<file path="src/rtl/burst_pkg.sv">
package burst_pkg;
  localparam int BEAT_W = 2;

  // Strobes sent from the control module to the datapath
  typedef struct packed {
    logic load;  // capture a new start address
    logic step;  // move to the next beat
  } burstCtl_t;
endpackage

</file>
<file path="src/rtl/burst_ctrl.sv">
module burst_ctrl
  import burst_pkg::*;
(
  input  logic              clk,
  input  logic              rstN,
  input  logic              procStrobe,
  input  logic              ctrlStrobe,
  input  logic              chipSel,
  input  logic              advance,
  output burstCtl_t         ctl,
  output logic [BEAT_W-1:0] beat
);
  logic procLoad;
  logic anyLoad;

  // The processor strobe only counts while chip select is active
  assign procLoad = procStrobe & chipSel;
  assign anyLoad  = procLoad | ctrlStrobe;

  always_comb begin
    ctl.load = anyLoad;
    ctl.step = advance & ~anyLoad;  // a load overrides advance
  end

  always_ff @(posedge clk or negedge rstN) begin
    if (!rstN) begin
      beat <= '0;
    end else if (ctl.load) begin
      beat <= '0;
    end else if (ctl.step) begin
      beat <= beat + 1'b1;  // two bits, so it wraps after four beats
    end
  end

  // a load on the same edge as advance restarts at beat 0
  a_r7_load_first: assert property (@(posedge clk) disable iff (!rstN)
    (ctrlStrobe || (procStrobe && chipSel)) |=> beat == '0);

  // advance without a load moves exactly one beat forward
  a_r4_step_one: assert property (@(posedge clk) disable iff (!rstN)
    (advance && !ctrlStrobe && !procStrobe) |=> beat == $past(beat) + 1'b1);

  // no advance and no load means the beat holds
  a_r4_hold: assert property (@(posedge clk) disable iff (!rstN)
    (!advance && !ctrlStrobe && !procStrobe) |=> $stable(beat));

  // a processor strobe with chip select low changes nothing
  a_r3_gated: assert property (@(posedge clk) disable iff (!rstN)
    (procStrobe && !chipSel && !ctrlStrobe && !advance) |=> $stable(beat));
endmodule

</file>
<file path="src/rtl/burst_path.sv">
module burst_path
  import burst_pkg::*;
#(
  parameter int ADDR_W = 17
) (
  input  logic              clk,
  input  logic              rstN,
  input  burstCtl_t         ctl,
  input  logic [BEAT_W-1:0] beat,
  input  logic              linearMode,
  input  logic [ADDR_W-1:0] addrIn,
  output logic [ADDR_W-1:0] addrOut
);
  localparam int HI_W = ADDR_W - BEAT_W;

  logic [HI_W-1:0]   baseHi;
  logic [BEAT_W-1:0] startLo;
  logic [BEAT_W-1:0] seqXor;
  logic [BEAT_W-1:0] seqAdd;
  logic [BEAT_W-1:0] lowOut;

  always_ff @(posedge clk or negedge rstN) begin
    if (!rstN) begin
      baseHi  <= '0;
      startLo <= '0;
    end else if (ctl.load) begin
      baseHi  <= addrIn[ADDR_W-1:BEAT_W];
      startLo <= addrIn[BEAT_W-1:0];
    end
  end

  // Both orderings are formed in parallel; the ordering input picks one
  assign seqXor = startLo ^ beat;
  assign seqAdd = startLo + beat;
  assign lowOut = linearMode ? seqAdd : seqXor;
  assign addrOut = {baseHi, lowOut};

  // the upper field only moves on a load
  a_r8_upper_hold: assert property (@(posedge clk) disable iff (!rstN)
    !ctl.load |=> $stable(addrOut[ADDR_W-1:BEAT_W]));

  // a load presents the sampled address on the next edge
  a_r2_capture: assert property (@(posedge clk) disable iff (!rstN)
    ctl.load |=> addrOut == $past(addrIn));

  // in interleaved order, odd beats flip bit 0 and keep bit 1
  a_r5_interleave_bit: assert property (@(posedge clk) disable iff (!rstN)
    (!linearMode && beat == 2'd1) |-> (addrOut[1] == startLo[1] && addrOut[0] != startLo[0]));

  // in linear order, beat 2 flips bit 1 and keeps bit 0
  a_r6_linear_half: assert property (@(posedge clk) disable iff (!rstN)
    (linearMode && beat == 2'd2) |-> (addrOut[0] == startLo[0] && addrOut[1] != startLo[1]));
endmodule

</file>
<file path="src/rtl/burst_addr_gen.sv">
module burst_addr_gen
  import burst_pkg::*;
#(
  parameter int ADDR_W = 17
) (
  input  logic              clk,
  input  logic              rstN,
  input  logic              procStrobe,
  input  logic              ctrlStrobe,
  input  logic              chipSel,
  input  logic              advance,
  input  logic              linearMode,
  input  logic [ADDR_W-1:0] addrIn,
  output logic [ADDR_W-1:0] addrOut,
  output logic [1:0]        beatIdx
);
  burstCtl_t         ctl;
  logic [BEAT_W-1:0] beat;

  burst_ctrl u_ctrl (
    .clk        (clk),
    .rstN       (rstN),
    .procStrobe (procStrobe),
    .ctrlStrobe (ctrlStrobe),
    .chipSel    (chipSel),
    .advance    (advance),
    .ctl        (ctl),
    .beat       (beat)
  );

  burst_path #(.ADDR_W(ADDR_W)) u_path (
    .clk        (clk),
    .rstN       (rstN),
    .ctl        (ctl),
    .beat       (beat),
    .linearMode (linearMode),
    .addrIn     (addrIn),
    .addrOut    (addrOut)
  );

  assign beatIdx = beat;

  // the fourth step from beat 3 lands on beat 0 again
  a_r9_wrap: assert property (@(posedge clk) disable iff (!rstN)
    (beatIdx == 2'd3 && advance && !ctrlStrobe && !procStrobe) |=> beatIdx == 2'd0);
endmodule

</file>
<file path="config.mk">
export PLATFORM = sky130hd
export DESIGN_NAME = burst_addr_gen
export DESIGN_NICKNAME = d
export VERILOG_FILES = /design/src/rtl/burst_pkg.sv /design/src/rtl/burst_ctrl.sv /design/src/rtl/burst_path.sv /design/src/rtl/burst_addr_gen.sv
export SDC_FILE = /design/constraint.sdc
export NUM_CORES = 1
export LEC_CHECK = 0
export BUFFER_PORTS_ARGS = -buffer_cell sky130_fd_sc_hd__buf_2
export CAP_MARGIN = 20
export CORE_MARGIN = 3
export CORE_UTILIZATION = 39
export CTS_BUF_LIST = sky130_fd_sc_hd__clkbuf_16
export CTS_CLUSTER_SIZE = 12
export DETAILED_ROUTE_END_ITERATION = 7
export PLACE_DENSITY = 0.81
export SLEW_MARGIN = 15
export SYNTH_ARGS = -nofsm -noshare
export SYNTH_HDL_FRONTEND = slang
export SYNTH_HIERARCHICAL = 1
export SYNTH_SLANG_ARGS = --single-unit
</file>
<file path="constraint.sdc">
create_clock -name clk -period 0.9 [get_ports clk]
set_input_delay 0.135 -clock clk [delete_from_list [all_inputs] [get_ports clk]]
set_output_delay 0.135 -clock clk [all_outputs]
set_load 0.01 [all_outputs]
</file>
-- After elaboration in Yosys (flattened, before gate mapping)
Cells that the tools add are included.
- bits in registers: 19
- add/sub/neg operators: 2
- muxes and demuxes: 3
- bitwise operators: 5
- reductions and logical operators: 1
- operators by type and width (cell ; count):
    $mux 2 ; 3
    $add 2x1->2 const B ; 1
    $add 2x2->2 ; 1
    $and 1x1->1 ; 2
    $reduce_bool 2->1 ; 1
    $xor 2x2->2 ; 1
    $not 1->1 ; 1
    $or 1x1->1 ; 1

-- Depth between registers and ports, before layout
- depth after elaboration: 6
- depth in mapped cells: 5

-- Modules after synthesis
Netlist, hierarchy kept.
- modules (own cells, without submodules) (module ; instances ; cells an instance ; area an instance (um^2) ; sequential area each (um^2)):
    burst_path ; 1 ; 41 ; 723.2 ; 425.4
    burst_ctrl ; 1 ; 11 ; 111.4 ; 50.0

-- Least setup slack after synthesis
OpenSTA, ideal clock, no wires.
- path type: input to register
- start point: input procStrobe
- end point: register u_path.baseHi[0]
- setup time: 0.125 ns
- arrival time: 1.014 ns
- required time: 0.775 ns
- path slack: -0.239 ns
- stages on the path: 5
- cells stage by stage: a21o_1 > buf_4 > buf_6 > buf_12 > mux2_4
- RTL lines (element ; line ; text):
    start: declaration ; burst_addr_gen.sv:8 ; input logic procStrobe,
    end signal: assignment ; burst_path.sv:27 ; baseHi <= addrIn[ADDR_W-1:BEAT_W];
    end: declaration ; burst_path.sv:16 ; logic [HI_W-1:0] baseHi;

-- Worst setup path in the final report
- start point: register u_ctrl.beat[1]
- end point: output addrOut[1]
- word-level cells in the longest chain between the ends: 2
- elaborated cells between the ends (all ways): 3
- classes of those cells: add/sub (1); mux (1); bitwise (1)
- ends and longest elaborated chain (element ; line ; text):
    start: declaration ; burst_ctrl.sv:11 ; output logic [BEAT_W-1:0] beat
    start signal: assignment ; burst_ctrl.sv:31 ; beat <= beat + 1'b1;
    $add 2x2->2 / $xor 2x2->2 (equally long branches) ; burst_path.sv:34, burst_path.sv:33 ;
    $mux 2 (*) ; burst_path.sv:35 ; assign lowOut = linearMode ? seqAdd : seqXor;
    end: declaration ; burst_addr_gen.sv:14 ; output logic [ADDR_W-1:0] addrOut,
Every way passes the cells marked *; elsewhere a longest branch is shown, timed or not.

==> results.sh <==
export IMPL_timing_final_crit_share_pct=142.4
export IMPL_p_per_area_nw_per_um2=1840
export IMPL_place_gp_congestion=0.6234
export IMPL_routed_wl_um=1834
export IMPL_cts_buffers_inserted=3
export IMPL_setup_ws_ns=-0.3815
export IMPL_leakage_uw=0.0006808
export IMPL_drt_iter0_drc=4
export IMPL_rrSetupSlack_ns=-0.12
export IMPL_nets=133
export IMPL_avgSynthCellArea_sq_um=16.54
export IMPL_endpoint_kind="primary output"
export IMPL_grt_pass1_wl_um=2753
export IMPL_synth_fp_nets=75
export IMPL_tns_ns=-1.267
export IMPL_cts_sinks=19
export IMPL_die_h_um=52.05
export IMPL_grt_usage_pct=13.95
export IMPL_areaGrowthSynthToFinish_pct=59.15
export IMPL_status="finished with violations"
export IMPL_skew_ns=0.001392
export IMPL_vias_per_cell=4.425
export IMPL_die_area_sq_um=2709
export IMPL_fillers=145
export IMPL_cts_root_buf="clkbuf_16"
export IMPL_rows=16
export IMPL_clk_latency_ns=0.24
export IMPL_finalMaxSlewViolations=0
export IMPL_firstDrtPassIters=3
export IMPL_port_buffers=42
export IMPL_multi_input_area_sq_um=346.6
export IMPL_rsz0062_at_grt="true"
export IMPL_violations="setup timing"
export IMPL_initial_core_util_pct=41.73
export IMPL_ir_drop_mv=1.529
export IMPL_fin_crit_ns=1.282
export IMPL_grt_max_degree=20
export IMPL_maxCapViolCount=0
export IMPL_overflow=0
export IMPL_synth_area_sq_um=827.0
export IMPL_ant_nets=0
export IMPL_antenna_cells=0
export IMPL_hold_violations=0
export IMPL_clock_path_buffers=2
export IMPL_cts_tree="done"
export IMPL_hp_class="in2reg"
export IMPL_critical_path_arrival_ns=1.15
export IMPL_required_ns=0.76
export IMPL_synth_warnings=6
export IMPL_worstPathMaxFanout=2
export IMPL_fmaxAchievable_ghz=0.7803
export IMPL_drc_errors=0
export IMPL_pwr_share_comb_pct=22.3
export IMPL_first_global_vias=616
export IMPL_core_sq_um=1982
export IMPL_drive_above_1_share_pct=78.50
export IMPL_vias=593
export IMPL_worstSetupPathType="reg2out"
export IMPL_setup_violations_final=12
export IMPL_clkPwrFrac_pct=36.8
export IMPL_path_clk_slew_ns=0.05
export IMPL_startpoint_type="flop"
export IMPL_die_width_um=52.05
export IMPL_wl_per_cell_um=13.69
export IMPL_worst_pin_slew_ns=0.4096
export IMPL_seqCellArea_sq_um=476.7
export IMPL_antenna_found_initial=0
export IMPL_power_switching_uw=555.9
export IMPL_netSwitchingFraction_pct=22.95
export IMPL_p_int_uw=1866
export IMPL_slew_headroom_pct=72.69
export IMPL_dpl_hpwl_um=1250
export IMPL_htreeDepth=1
export IMPL_power_uw=2422
export IMPL_synthCells=50
export IMPL_io_pins=43
export IMPL_p_seq_share_pct=40.9
[sequential cells by signal (all words and copies together) (netlist names)]
signal	flops
u_ctrl/beat	2
u_path/baseHi	15
u_path/startLo	2
[final timing paths]
check                                 start                to  cells past startpoint
min reg2reg                u_path/baseHi[6]  u_path/baseHi[6]                      1
min                               addrIn[3]  u_path/baseHi[1]                      2
max in group asynchronous              rstN    u_ctrl/beat[0]                      2
max                          u_ctrl/beat[1]        addrOut[1]                      3
max reg2reg                  u_ctrl/beat[1]    u_ctrl/beat[1]                      4
min in group asynchronous              rstN  u_path/baseHi[0]                      2
[cell type report]
type	instances	area share, %
Sequential cell	19	36.22
Multi-Input combinational cell	27	26.33
Clock buffer	3	5.703
Tap cell	27	2.567
Timing Repair Buffer	57	28.80
Clock inverter	1	0.3802
[stage by stage]
stage	utilization, %	setup WS [ns]	area, sq um	hold WS, ns	instances
finish	66.41	-0.3815	1316	0.1192	134
global route	66.41	-0.4234	1316	0.1212	134
CTS	63.38	-0.3730	1256	0.1199	129
detailed placement	55.24	-0.1475	1095	0.09397	119
global placement	55.24	-0.1160	1095	0.07863	119
floorplan	-	-0.2260	852.1	-0.1606	50
[layout by cell type (no fill, tap or decap)]
master	instances
a21bo_1	1
a21o_1	1
a21oi_2	1
buf_12	1
buf_2	39
buf_4	7
buf_6	9
clkbuf_16	3
clkinv_2	1
dfrtp_1	18
dfrtp_2	1
dlygate4sd3_1	1
ha_4	1
mux2_2	7
mux2_4	10
nand2_2	1
nand3b_1	1
nor2_1	1
xnor2_2	2
xor2_2	1
[power groups by stage]
stage	Sequential, uW	Combinational, uW	Clock, uW
global placement	997	414	0
detailed placement	1000	429	0
floorplan	1040	209	0
finish	992	540	891
global route	1000	581	933
CTS	988	495	902
[worst max-delay path, cell delays in order (launching register included)]
cell	delay (ns)
dfrtp_1	0.40
xor2_2	0.23
xnor2_2	0.13
buf_2	0.14
[metal layers]
metal | global-route usage (%) | vias to the layer above | wire [um]
met3 | 1.719 | 0 | 100
met4 | 3.930 | 0 | 0
met1 | 16.02 | 291 | 688
met2 | 26.57 | 20 | 1045
li1 | - | 282 | -
met5 | 0 | - | 0
[repair_timing]
action / 4_1_cts / 5_1_grt
setup endpoints to repair: 12 / 25
endpoints found under the hold margin: 19 / 0
pin swaps: 1 / 4
setup buffers: 6 / 6
hold buffers: 1 / 0
gates cloned: 0 / 0
gates resized for setup: 6 / 6
No activity file was read; power rests on OpenSTA's default activity.
